===== src/rtl/line_pixclk_div.sv =====
module line_pixclk_div #(
  parameter int CODE_W = 3,
  parameter int CNT_W  = 8
) (
  input  logic              clk_fast,
  input  logic              rst_n,
  input  logic [CODE_W-1:0] res_code,
  input  logic              line_restart,
  output logic              pix_clk
);
  localparam logic [CODE_W-1:0] DEF_CODE = '1;

  logic [CODE_W-1:0] code_q;
  logic [CNT_W-1:0]  cnt_q;
  logic [CNT_W-1:0]  half_m1;

  always_comb begin
    case (code_q)
      3'd0:    half_m1 = CNT_W'(7);
      3'd1:    half_m1 = CNT_W'(15);
      3'd2:    half_m1 = CNT_W'(31);
      3'd3:    half_m1 = CNT_W'(63);
      3'd4:    half_m1 = CNT_W'(127);
      3'd5:    half_m1 = CNT_W'(0);
      3'd6:    half_m1 = CNT_W'(1);
      default: half_m1 = CNT_W'(3);
    endcase
  end

  wire last = (cnt_q == half_m1);

  always_ff @(posedge clk_fast or negedge rst_n) begin
    if (!rst_n) begin
      code_q  <= DEF_CODE;
      cnt_q   <= '0;
      pix_clk <= 1'b0;
    end else if (line_restart) begin
      code_q  <= res_code;
      cnt_q   <= '0;
      pix_clk <= 1'b0;
    end else begin
      cnt_q   <= last ? '0 : cnt_q + 1'b1;
      pix_clk <= last ? ~pix_clk : pix_clk;
    end
  end
endmodule


===== config.mk =====
export PLATFORM = sky130hd
export DESIGN_NAME = line_pixclk_div
export DESIGN_NICKNAME = d
export VERILOG_FILES = /design/src/rtl/line_pixclk_div.sv
export SDC_FILE = /design/constraint.sdc
export NUM_CORES = 1
export LEC_CHECK = 0
export BUFFER_PORTS_ARGS = -buffer_cell sky130_fd_sc_hd__buf_2
export CAP_MARGIN = 10
export CORE_MARGIN = 3
export CORE_UTILIZATION = 35
export DETAILED_ROUTE_END_ITERATION = 12
export GPL_ROUTABILITY_DRIVEN = 0
export PLACE_DENSITY_LB_ADDON = 0.15
export SLEW_MARGIN = 20
export SYNTH_ARGS = -nofsm -noshare
export SYNTH_HDL_FRONTEND = slang
export SYNTH_SLANG_ARGS = --single-unit

===== constraint.sdc =====
create_clock -name clk_fast -period 2.4 [get_ports clk_fast]
set_input_delay 0.48 -clock clk_fast [delete_from_list [all_inputs] [get_ports clk_fast]]
set_output_delay 0.48 -clock clk_fast [all_outputs]
set_load 0.01 [all_outputs]

Word-level counts from Yosys, hierarchy flattened
Cells that the tools add are included.
{"block": "op_classes", "addsub": 1, "n_mul": 0, "div_mod_pow": 0, "order_cmp": 0, "eq_ne": 7, "shifts": 0, "n_mux": 5, "bitwise": 1, "n_reduce_logical": 2}
{"cell": "one-hot mux 7 bit (7 select lines)", "n": 1}
{"cell": "two-way mux 8 bit", "n": 2}
{"cell": "== test 3 bit, second input constant", "n": 3}
{"cell": "adder 8 x 1 -> 8 bit, second input constant", "n": 1}
{"cell": "== test 8 bit", "n": 1}
{"cell": "== test 3 x 2 -> 1 bit, second input constant", "n": 2}
{"cell": "== test 3 x 1 -> 1 bit, second input constant", "n": 1}
{"cell": "logical NOT 3 bit", "n": 1}
{"cell": "two-way mux 1 bit", "n": 2}
{"cell": "nonzero test 2 bit", "n": 1}
{"cell": "NOT 1 bit", "n": 1}
{"block": "totals", "regBits": 12, "latchBits": 0, "ram_bits": 0, "rom_bits": 0, "inputBits": 6, "output_inout_bits": 1, "word_cells": 19, "memories": 0}

Depth between registers and ports, before layout
Gate-level depths: netlist of run 1.
{"block": "logic_depth", "word_depth": 5, "depth_mapped": 6, "ltp_nobuf": 5}

Worst setup path before layout of run 1
OpenSTA, ideal clock, no wires.
{"block": "synth_timing", "path_type": "reg-to-reg", "start": "register code_q[1]", "end": "register pix_clk", "setup_ps": 128, "arrival_time_ps": 1729, "required_time_ps": 2272, "setup_slack_ps": 544, "path_stages_with_launch": 7, "path_buffers": 1, "period_less_slack_ps": 1856, "path_cell_list": "dfstp_2 -> buf_6 -> nor3b_2 -> a21oi_1 -> o311a_2 -> nor4_2 -> mux2_1"}
{"block": "synth_via", "elab_chain_cells": 4, "elab_cells_between_ends": 10, "cone_classes": "eq/ne (7); mux (1); reduce/logical (2)"}
{"item": "start: declaration", "line": "13", "source": "logic [CODE_W-1:0] code_q;"}
{"item": "start signal: assignment", "line": "38", "source": "code_q <= res_code;"}
{"item": "== test 3 bit (tied with other cells)", "line": "18", "source": "case (code_q)"}
{"item": "one-hot mux 7 bit (7 select lines) (*)", "line": "18"}
{"item": "== test 8 bit (*)", "line": "30", "source": "wire last = (cnt_q == half_m1);"}
{"item": "nonzero test 2 bit (no source line) (*)"}
{"item": "end signal: assignment", "line": "43", "source": "pix_clk <= last ? ~pix_clk : pix_clk;"}
{"item": "end: declaration", "line": "9", "source": "output logic pix_clk"}
Mark *: on every way between the ends. The rest lies on a longest branch, timed or not.
A chain may end at the register's enable or synchronous reset.

Worst setup path after layout of run 1
{"block": "layout_timing", "start": "register code_q[2]", "end": "register pix_clk"}
Same word-level chain as after synthesis.

==> results of run 1 <==
routing by layer:
layer	vias to the layer above	GRT usage [%]	share of wire, %
met4	0	7.66	2.4
li1	283	-	-
met1	248	15.5	50
met5	-	0	0
met3	5	1.94	2.5
met2	6	17.8	45
placed cells by master (no fill, tap or decap), types with 2 or more instances in the layout:
cell / n
nor2_1: 12
dfrtp_1: 9
buf_2: 6
inv_1: 4
xnor2_1: 4
nand3_1: 4
xor2_1: 4
a21oi_1: 3
nand2_1: 3
clkbuf_4: 3
dfstp_2: 3
a22oi_1: 2
nor2b_1: 2
mux2i_1: 2
o21ai_0: 2
and3_1: 2
mux2_2: 2
power groups by stage:
stage | Sequential [mW] | Combinational (mW) | Clock, mW
floorplan | 0.231 | 0.0801 | 0
global placement | 0.244 | 0.0782 | 0
detailed placement | 0.244 | 0.0802 | 0
CTS | 0.240 | 0.0805 | 0.162
global route | 0.245 | 0.0880 | 0.177
finish | 0.241 | 0.0788 | 0.158
registers in the layout, summed over array words and instances, names as in the netlist:
signal   cells
cnt_q        8
pix_clk      1
code_q       3
worst paths after layout:
kind,startpoint,to,slack [ns],cells after the start
max,code_q[2]$_DFFE_PN1P_,pix_clk$_DFFE_PN0P_,0.37,5
min in group clk_fast,res_code[2],code_q[2]$_DFFE_PN1P_,0.41,3
min reg2reg,cnt_q[0]$_DFF_PN0_,cnt_q[0]$_DFF_PN0_,0.51,1
max in group asynchronous,rst_n,code_q[2]$_DFFE_PN1P_,2.08,1
min,rst_n,pix_clk$_DFFE_PN0P_,0.06,1
max reg2reg,code_q[2]$_DFFE_PN1P_,pix_clk$_DFFE_PN0P_,0.37,5
metrics by stage:
stage / power (mW) / cells / instance area, sq um / hold WS, ns / util [%]
5_1_grt: 0.510 / 111 / 843 / 0.0645 / 41.3
2_1_floorplan: 0.311 / 79 / 792 / 0.184 / -
4_1_cts: 0.483 / 111 / 843 / 0.0687 / 41.3
3_5_place_dp: 0.324 / 107 / 807 / 0.366 / 39.5
3_3_place_gp: 0.322 / 107 / 807 / 0.373 / 39.5
6_report: 0.477 / 111 / 843 / 0.0616 / 41.3
area by class of cell:
type	instances	area share, %
multi-input cells	58	50.3
flip-flops and latches	12	36.1
clock buffers	4	4.30
well taps	27	4.01
repair buffers	6	3.56
inverters	4	1.78
kinds of logic after synthesis:
family / after synthesis / share of synthesized area [%]
muxes: 5 / 6.79
buffers and inverters: 9 / 8.06
and+or+nand+nor: 33 / 23.2
adders and majority gates: 1 / 1.58
DFF: 12 / 38.4
xor gates and xnor gates: 8 / 8.85
AOI/OAI and AO/OA: 11 / 13.1
==> impl_metrics.yaml, run 1 <==
status:
  outcome: "completed"
drt:
  drt_pass1_iterations: 3
  routed_wl_microns: 1360
  drt-initial-drc-count: 5
  vias_per_cell: 4.88
  postRouteAntennaNets: 0
  vias: 542
  wire_per_inst_microns: 12.3
  drc: 0
floorplan:
  dieArea_sq_mm: 0.00287
  fp.dieH_microns: 53.6
  initial_core_util_pct: 38.8
  core_area_sq_mm: 0.00204
  rows: 16
  io_pins: 7
  fp.dieW_microns: 53.6
sta:
  min_period_ns: 2.03
  fmax_ghz: 0.492
  tns_ns: 0
  period_share_pct: 84.7
  drv_slew: 0
  max_slew_margin_pct: 66.8
  setup_viol: 0
  fin_skew_ns: 0.00196
  hold_viol: 0
  rsz0062_at_grt: "false"
  fin_ws_ns: 0.367
  tightestPinTransition_ns: 0.496
logic_synthesis:
  yosysUniqueCellTypes: 34
  yosys-top-cells-area: "dfrtp_1 (28%), dfstp_2 (10%), nor2_1 (5.7%)"
  yosys-top-cells-count: "nor2_1 (12), dfrtp_1 (9)"
  syn_nets: 86
  ys_ff_latch: 12
  synth-edff-count: 0
  synthArstFlopShare_pct: 100
  avgSynthCellArea_sq_um: 10.0
  ys_seq_area_share_pct: 38.4
  synth.top_cell.area_share_pct: 28.4
  postSynthCellCount: 79
  yosysTopAreaCell: "dfrtp_1"
  ys_warn_count: 0
  syn_area_sq_um: 792
  synth.most_common_cell: "nor2_1"
  synth_flop_cell: "dfrtp_1"
cts:
  hold_buffers: 0
  clk-insertion-delay-late_ns: 0.27
  ctsLongestPathBuffers: 2
  cts_buffers: 3
  post_cts_buffers: 0
  clock_sinks: 12
  cts_root_buffer: "clkbuf_4"
  clkTransAtPathRegs_ns: 0.07
  cts_tree: "done"
  htree_levels: 1
  post_cts_resized: 0
pwr:
  p_sw_mw: 0.129
  clkPwrFrac_pct: 33.1
  p_comb_share_pct: 16.5
  p_per_area_mw_per_mm2: 566
  p_leak_nw: 0.366
  vdd_ir_drop_max_v: 0.000369
  seqPwrFrac_pct: 50.4
  switching_share_pct: 27.1
  internal_power_mw: 0.348
critical_path:
  cp_num_buf_inv: 0
  end_kind: "register"
  cpLargestDelayFamily: "flip-flops"
  critPathMaxFanout: 13
  path_cells: "or3b_1 -> mux2i_1 -> a22oi_1 -> nor4_2 -> mux2_1"
  crit_type: "reg2reg"
  slowest_stage: "dfstp_2"
  slowest_delay_ns: 0.65
  required_ns: 2.56
  critPathLaunchType: "register"
  worstPathArrival_ns: 2.19
finish:
  multi_input_area_sq_um: 424
  seqCellArea_sq_um: 304
  areaGrowthSynthToFinish_pct: 6.48
  fillers: 215
  diodes: 0
  final_nets: 92
  drive_above_1_share_pct: 25.0
global_route:
  grt_max_degree: 14
  antenna_found_initial: 0
  grt_usage_pct: 11.8
  grt_pass1_wl_microns: 2370
  overflow: 0
  grt_pass1_vias: 521
min_path:
  hold_path.class: "in2async"
place:
  portBuffers: 6
  pre_cts_slack_ns: 0.358
  dp_hpwl_microns: 1040
job:
  maxCapViolations: 0
Note: power is estimated with default switching activity, not from simulation.
==> run 2: changes to the inputs <==
==> constraint.sdc (replaced) <==
create_clock -name clk_fast -period 1.9 [get_ports clk_fast]
set_input_delay 0.38 -clock clk_fast [delete_from_list [all_inputs] [get_ports clk_fast]]
set_output_delay 0.38 -clock clk_fast [all_outputs]
set_load 0.01 [all_outputs]
==> impl_metrics.yaml, run 2 (synthesis results as in run 1) <==
pwr:
  internal_power_mw: 0.464
  switching_share_pct: 29.2
  p_per_area_mw_per_mm2: 687
  seqPwrFrac_pct: 45.3
  p_sw_mw: 0.191
  vdd_ir_drop_max_v: 0.000388
  p_comb_share_pct: 22.8
  p_leak_nw: 0.402
  p_total_mw: 0.655
  clkPwrFrac_pct: 31.9
critical_path:
  worstPathArrival_ns: 2.10
  cp_num_buf_inv: 1
  r2r_start: "code_q[2]$_DFFE_PN1P_"
  slowest_stage: "dfstp_2"
  rr_worst_depth: 6
  end_kind: "register"
  path_cells: "or3b_4 -> mux2i_1 -> a22oi_2 -> o41ai_4 -> buf_6 -> nor2_1"
  reg2reg_slack_ns: -0.03
  slowest_delay_ns: 0.60
  critPathMaxFanout: 8
  reg2reg_to: "cnt_q[7]$_DFF_PN0_"
  required_ns: 2.07
  crit_type: "reg2reg"
  cpLargestDelayFamily: "flip-flops"
  critPathLaunchType: "register"
global_route:
  overflow: 0
  grt_pass1_wl_microns: 2580
  grt_usage_pct: 12.8
  grt_max_degree: 13
  antenna_found_initial: 0
  grt_pass1_vias: 599
drt:
  drt-initial-drc-count: 5
  drt_pass1_iterations: 4
  postRouteAntennaNets: 0
  routed_wl_microns: 1570
  drc: 0
  vias_per_cell: 5.07
  wire_per_inst_microns: 13.3
  vias: 598
cts:
  htree_levels: 1
  cts_root_buffer: "clkbuf_4"
  ctsLongestPathBuffers: 2
  cts_buffers: 3
  clk-insertion-delay-late_ns: 0.28
  cts_tree: "done"
  clkTransAtPathRegs_ns: 0.08
  clock_sinks: 12
finish:
  diodes: 0
  final_cell_mix: "dfrtp_1 (9), nor2_1 (7), buf_2 (6)"
  top_regs: "cnt_q x8, code_q x3, pix_clk x1"
  areaGrowthSynthToFinish_pct: 20.4
  final_nets: 99
  layout_commonest_cell: "dfrtp_1"
  drive_above_1_share_pct: 38.5
  top_register: "cnt_q"
  largest_reg_flops: 8
sta:
  fmax_ghz: 0.518
  drv_slew: 0
  setup_viol: 8
  period_share_pct: 102
  min_period_ns: 1.93
  rsz0062_at_grt: "true"
  hold_ws_ns: 0.310
  max_slew_margin_pct: 76.8
  fin_skew_ns: 0.00749
  hold_viol: 0
  tns_ns: -0.102
  tightestPinTransition_ns: 0.346
  fin_ws_ns: -0.0294
min_path:
  hold_path.class: "in2reg"
  whs_path_depth: 3
  min_from: "res_code[2]"
  whs_endpoint: "code_q[2]$_DFFE_PN1P_"
floorplan:
  rows: 16
  fp.dieW_microns: 53.6
  fp.dieH_microns: 53.6
  core_area_sq_mm: 0.00204
  io_pins: 7
  dieArea_sq_mm: 0.00287
  initial_core_util_pct: 38.8
status:
  outcome: "complete, but fails checks"
  failed_checks: "negative setup slack"
place:
  portBuffers: 6
  dp_hpwl_microns: 1060
  pre_cts_slack_ns: -0.0144
job:
  maxCapViolations: 0
## run 2: cell count changes in the layout (fill, tap and decap cells not counted), moves of 2 or more
cell    before  now
buf_4        0    4
nor2_2       0    3
nor2_1      12    7
nor2_4       0    2
## run 2: worst max-delay path by stage
stage	start	endpoint	slack [ns]	depth (start not counted)
detailed placement	code_q[1]$_DFFE_PN1P_	pix_clk$_DFFE_PN0P_	-0.01	5
global route	code_q[2]$_DFFE_PN1P_	cnt_q[7]$_DFF_PN0_	-0.08	6
global placement	code_q[2]$_DFFE_PN1P_	pix_clk$_DFFE_PN0P_	-0.01	5
CTS	code_q[2]$_DFFE_PN1P_	pix_clk$_DFFE_PN0P_	0.006	5
finish	code_q[2]$_DFFE_PN1P_	cnt_q[7]$_DFF_PN0_	-0.03	6
floorplan	code_q[1]$_DFFE_PN1P_	pix_clk$_DFFE_PN0P_	0.04	6
## run 2: worst register-to-register path, cell delays in order, from the launching register on
cell and delay (ns):
dfstp_2 0.60, or3b_4 0.40, mux2i_1 0.17, a22oi_2 0.14
o41ai_4 0.24, buf_6 0.20, nor2_1 0.06
## run 2: metal layers
metal  track usage, %  part of all wire, %  up-vias
met5                0                    0        -
met4             3.83                 0.57        0
met3             5.82                  4.1        2
met2             19.8                   49        9
met1             16.0                   46      286
li1                 -                    -      301
## run 2: area by class of cell
cell class | instances | area (sq um)
Inverter | 4 | 15.0
Clock buffer | 4 | 36.3
Multi-Input combinational cell | 58 | 479
Fill cell | 226 | 1090
Timing Repair Buffer | 13 | 85.1
Tap cell | 27 | 33.8
Sequential cell | 12 | 304
## run 2: timing repair
action | 4_1_cts | 5_1_grt
setup buffers | 1 | 0
setup endpoints to repair | 3 | 9
endpoints found under the hold margin | 9 | 0
pin swaps | 0 | 6
hold buffers | 1 | 0
resized for setup | 1 | 13
## run 2: power groups by stage
stage / logic (mW) / registers (mW) / clock network (mW)
2_1_floorplan: 0.101 / 0.291 / 0
3_3_place_gp: 0.122 / 0.302 / 0
3_5_place_dp: 0.123 / 0.301 / 0
4_1_cts: 0.131 / 0.296 / 0.216
5_1_grt: 0.166 / 0.300 / 0.230
6_report: 0.150 / 0.297 / 0.209
## run 2: per-stage QoR
stage	area, sq um	utilization [%]	cells
2_1_floorplan	792	-	79
3_3_place_gp	845	41.4	112
3_5_place_dp	845	41.4	112
4_1_cts	900	44.1	118
5_1_grt	953	46.7	118
6_report	953	46.7	118
==> run 3: changes to the inputs <==
--- a/config.mk
+++ b/config.mk
@@ -12,6 +12,7 @@
 export DETAILED_ROUTE_END_ITERATION = 12
 export GPL_ROUTABILITY_DRIVEN = 0
 export PLACE_DENSITY_LB_ADDON = 0.15
+export REMOVE_ABC_BUFFERS = 1
 export SLEW_MARGIN = 20
 export SYNTH_ARGS = -nofsm -noshare
 export SYNTH_HDL_FRONTEND = slang
==> impl_metrics.yaml, run 3 (synthesis results as in run 1) <==
cts:
  cts_buffers: 3
  htree_levels: 1
  clock_sinks: 12
  clk-insertion-delay-late_ns: 0.27
  cts_root_buffer: "clkbuf_4"
  clkTransAtPathRegs_ns: 0.08
  cts_tree: "done"
  ctsLongestPathBuffers: 2
pwr:
  p_leak_nw: 0.421
  vdd_ir_drop_max_v: 0.000400
  p_per_area_mw_per_mm2: 683
floorplan:
  rows: 16
  fp.dieH_microns: 53.6
  dieArea_sq_mm: 0.00287
  fp.dieW_microns: 53.6
  core_area_sq_mm: 0.00204
  initial_core_util_pct: 38.8
  io_pins: 7
sta:
  setup_viol: 0
  fin_ws_ns: 0.0174
  fin_skew_ns: 0.00574
  drv_slew: 0
  rsz0062_at_grt: "true"
  min_period_ns: 1.88
  hold_viol: 0
  period_share_pct: 99.1
  tightestPinTransition_ns: 0.318
  fmax_ghz: 0.531
  max_slew_margin_pct: 78.7
  hold_ws_ns: 0.344
min_path:
  whs_endpoint: "code_q[1]$_DFFE_PN1P_"
  whs_path_depth: 2
  min_from: "res_code[1]"
  hold_path.class: "in2reg"
critical_path:
  crit_type: "reg2reg"
  critPathMaxFanout: 5
  reg2reg_slack_ns: 0.02
  slowest_stage: "dfstp_2"
  worstPathArrival_ns: 2.04
  slowest_delay_ns: 0.57
  end_kind: "register"
  required_ns: 2.06
  rr_worst_depth: 5
  path_cells: "or3b_1 -> mux2i_1 -> a22oi_2 -> nor4_2 -> mux2_1"
  r2r_start: "code_q[2]$_DFFE_PN1P_"
  cp_num_buf_inv: 0
  critPathLaunchType: "register"
  cpLargestDelayFamily: "flip-flops"
  reg2reg_to: "pix_clk$_DFFE_PN0P_"
finish:
  largest_reg_flops: 8
  multi_input_area_sq_um: 440
  fillers: 210
  top_regs: "cnt_q x8, code_q x3, pix_clk x1"
  layout_commonest_cell: "nor2_1"
  areaGrowthSynthToFinish_pct: 18.5
  final_area_sq_um: 938
  diodes: 0
  final_cell_mix: "nor2_1 (12), dfrtp_1 (9), buf_2 (6), buf_4 (6)"
  final_nets: 101
  drive_above_1_share_pct: 34.4
  top_register: "cnt_q"
  seqCellArea_sq_um: 304
  instances_no_fill: 120
global_route:
  grt_pass1_wl_microns: 2560
  antenna_found_initial: 0
  overflow: 0
  grt_pass1_vias: 548
  gr-usage-met1_pct: 18.6
  grt_use_met2_pct: 18.0
  grt_max_degree: 13
  use_met3_pct: 3.32
  grt.busiest_layer: "met1"
  grt_usage_pct: 12.8
drt:
  vias_per_cell: 4.88
  drt_pass1_iterations: 4
  wire_per_inst_microns: 12.6
  postRouteAntennaNets: 0
  drc: 0
  drt-initial-drc-count: 12
  routed_wl_microns: 1510
  vias: 585
status:
  outcome: "completed"
place:
  dp.cells: 112
  pre_cts_slack_ns: -0.0553
  placedInstanceArea_sq_um: 845
  dp_hpwl_microns: 1080
  portBuffers: 6
job:
  maxCapViolations: 0
run 3: changes by cell type in the layout (fill, tap and decap cells not counted), moves of 2 or more:
cell	delta
nor2_2	-3
nor2_4	-2
buf_4	+2
nor2_1	+5
run 3: layer usage:
metal	up-vias	part of all wire [%]
met1	279	51
met2	5	46
met3	2	2.1
li1	299	-
met4	0	0.80
met5	-	0
run 3: how the worst max path moves through the flow:
stage                                endpoint                  start  cells past startpoint
after floorplan           pix_clk$_DFFE_PN0P_  code_q[2]$_DFFE_PN1P_                      5
after global placement    pix_clk$_DFFE_PN0P_  code_q[2]$_DFFE_PN1P_                      5
after detailed placement  pix_clk$_DFFE_PN0P_  code_q[2]$_DFFE_PN1P_                      5
after CTS                 pix_clk$_DFFE_PN0P_  code_q[1]$_DFFE_PN1P_                      5
after global routing      pix_clk$_DFFE_PN0P_  code_q[2]$_DFFE_PN1P_                      5
final                     pix_clk$_DFFE_PN0P_  code_q[2]$_DFFE_PN1P_                      5
run 3: area by class of cell:
cell class,count,area share (%)
Sequential cell,12,32.4
Tap cell,27,3.60
Clock buffer,4,3.87
Inverter,4,1.60
Timing Repair Buffer,15,11.6
Multi-Input combinational cell,58,46.9
run 3: where the power goes:
part	switching [mW]	total (mW)	internal, mW	leakage [nW]
Clock	0.0848	0.201	0.116	0.0210
Sequential	0.0226	0.296	0.274	0.155
Combinational	0.0695	0.144	0.0740	0.245
run 3: per-stage QoR:
step	total power, mW	setup TNS [ns]	utilization (%)
finish	0.641	0	46.0
global route	0.679	-0.0789	46.0
CTS	0.639	0	44.4
detailed placement	0.424	-0.245	41.4
global placement	0.425	-0.0395	41.4
floorplan	0.379	0	-
run 3: worst reg2reg max path: cells and delay by family, from the launching register on:
family,cells,cell delay [ns]
compound gates,1,0.14
flops,1,0.57
mux,2,0.52
simple gates,2,0.55
run 3: what timing repair did:
item	CTS	global route
gates cloned	0	0
resized for setup	0	5
setup endpoints to repair	9	9
hold endpoints to repair	9	0
hold buffers	1	0
setup buffers	2	1
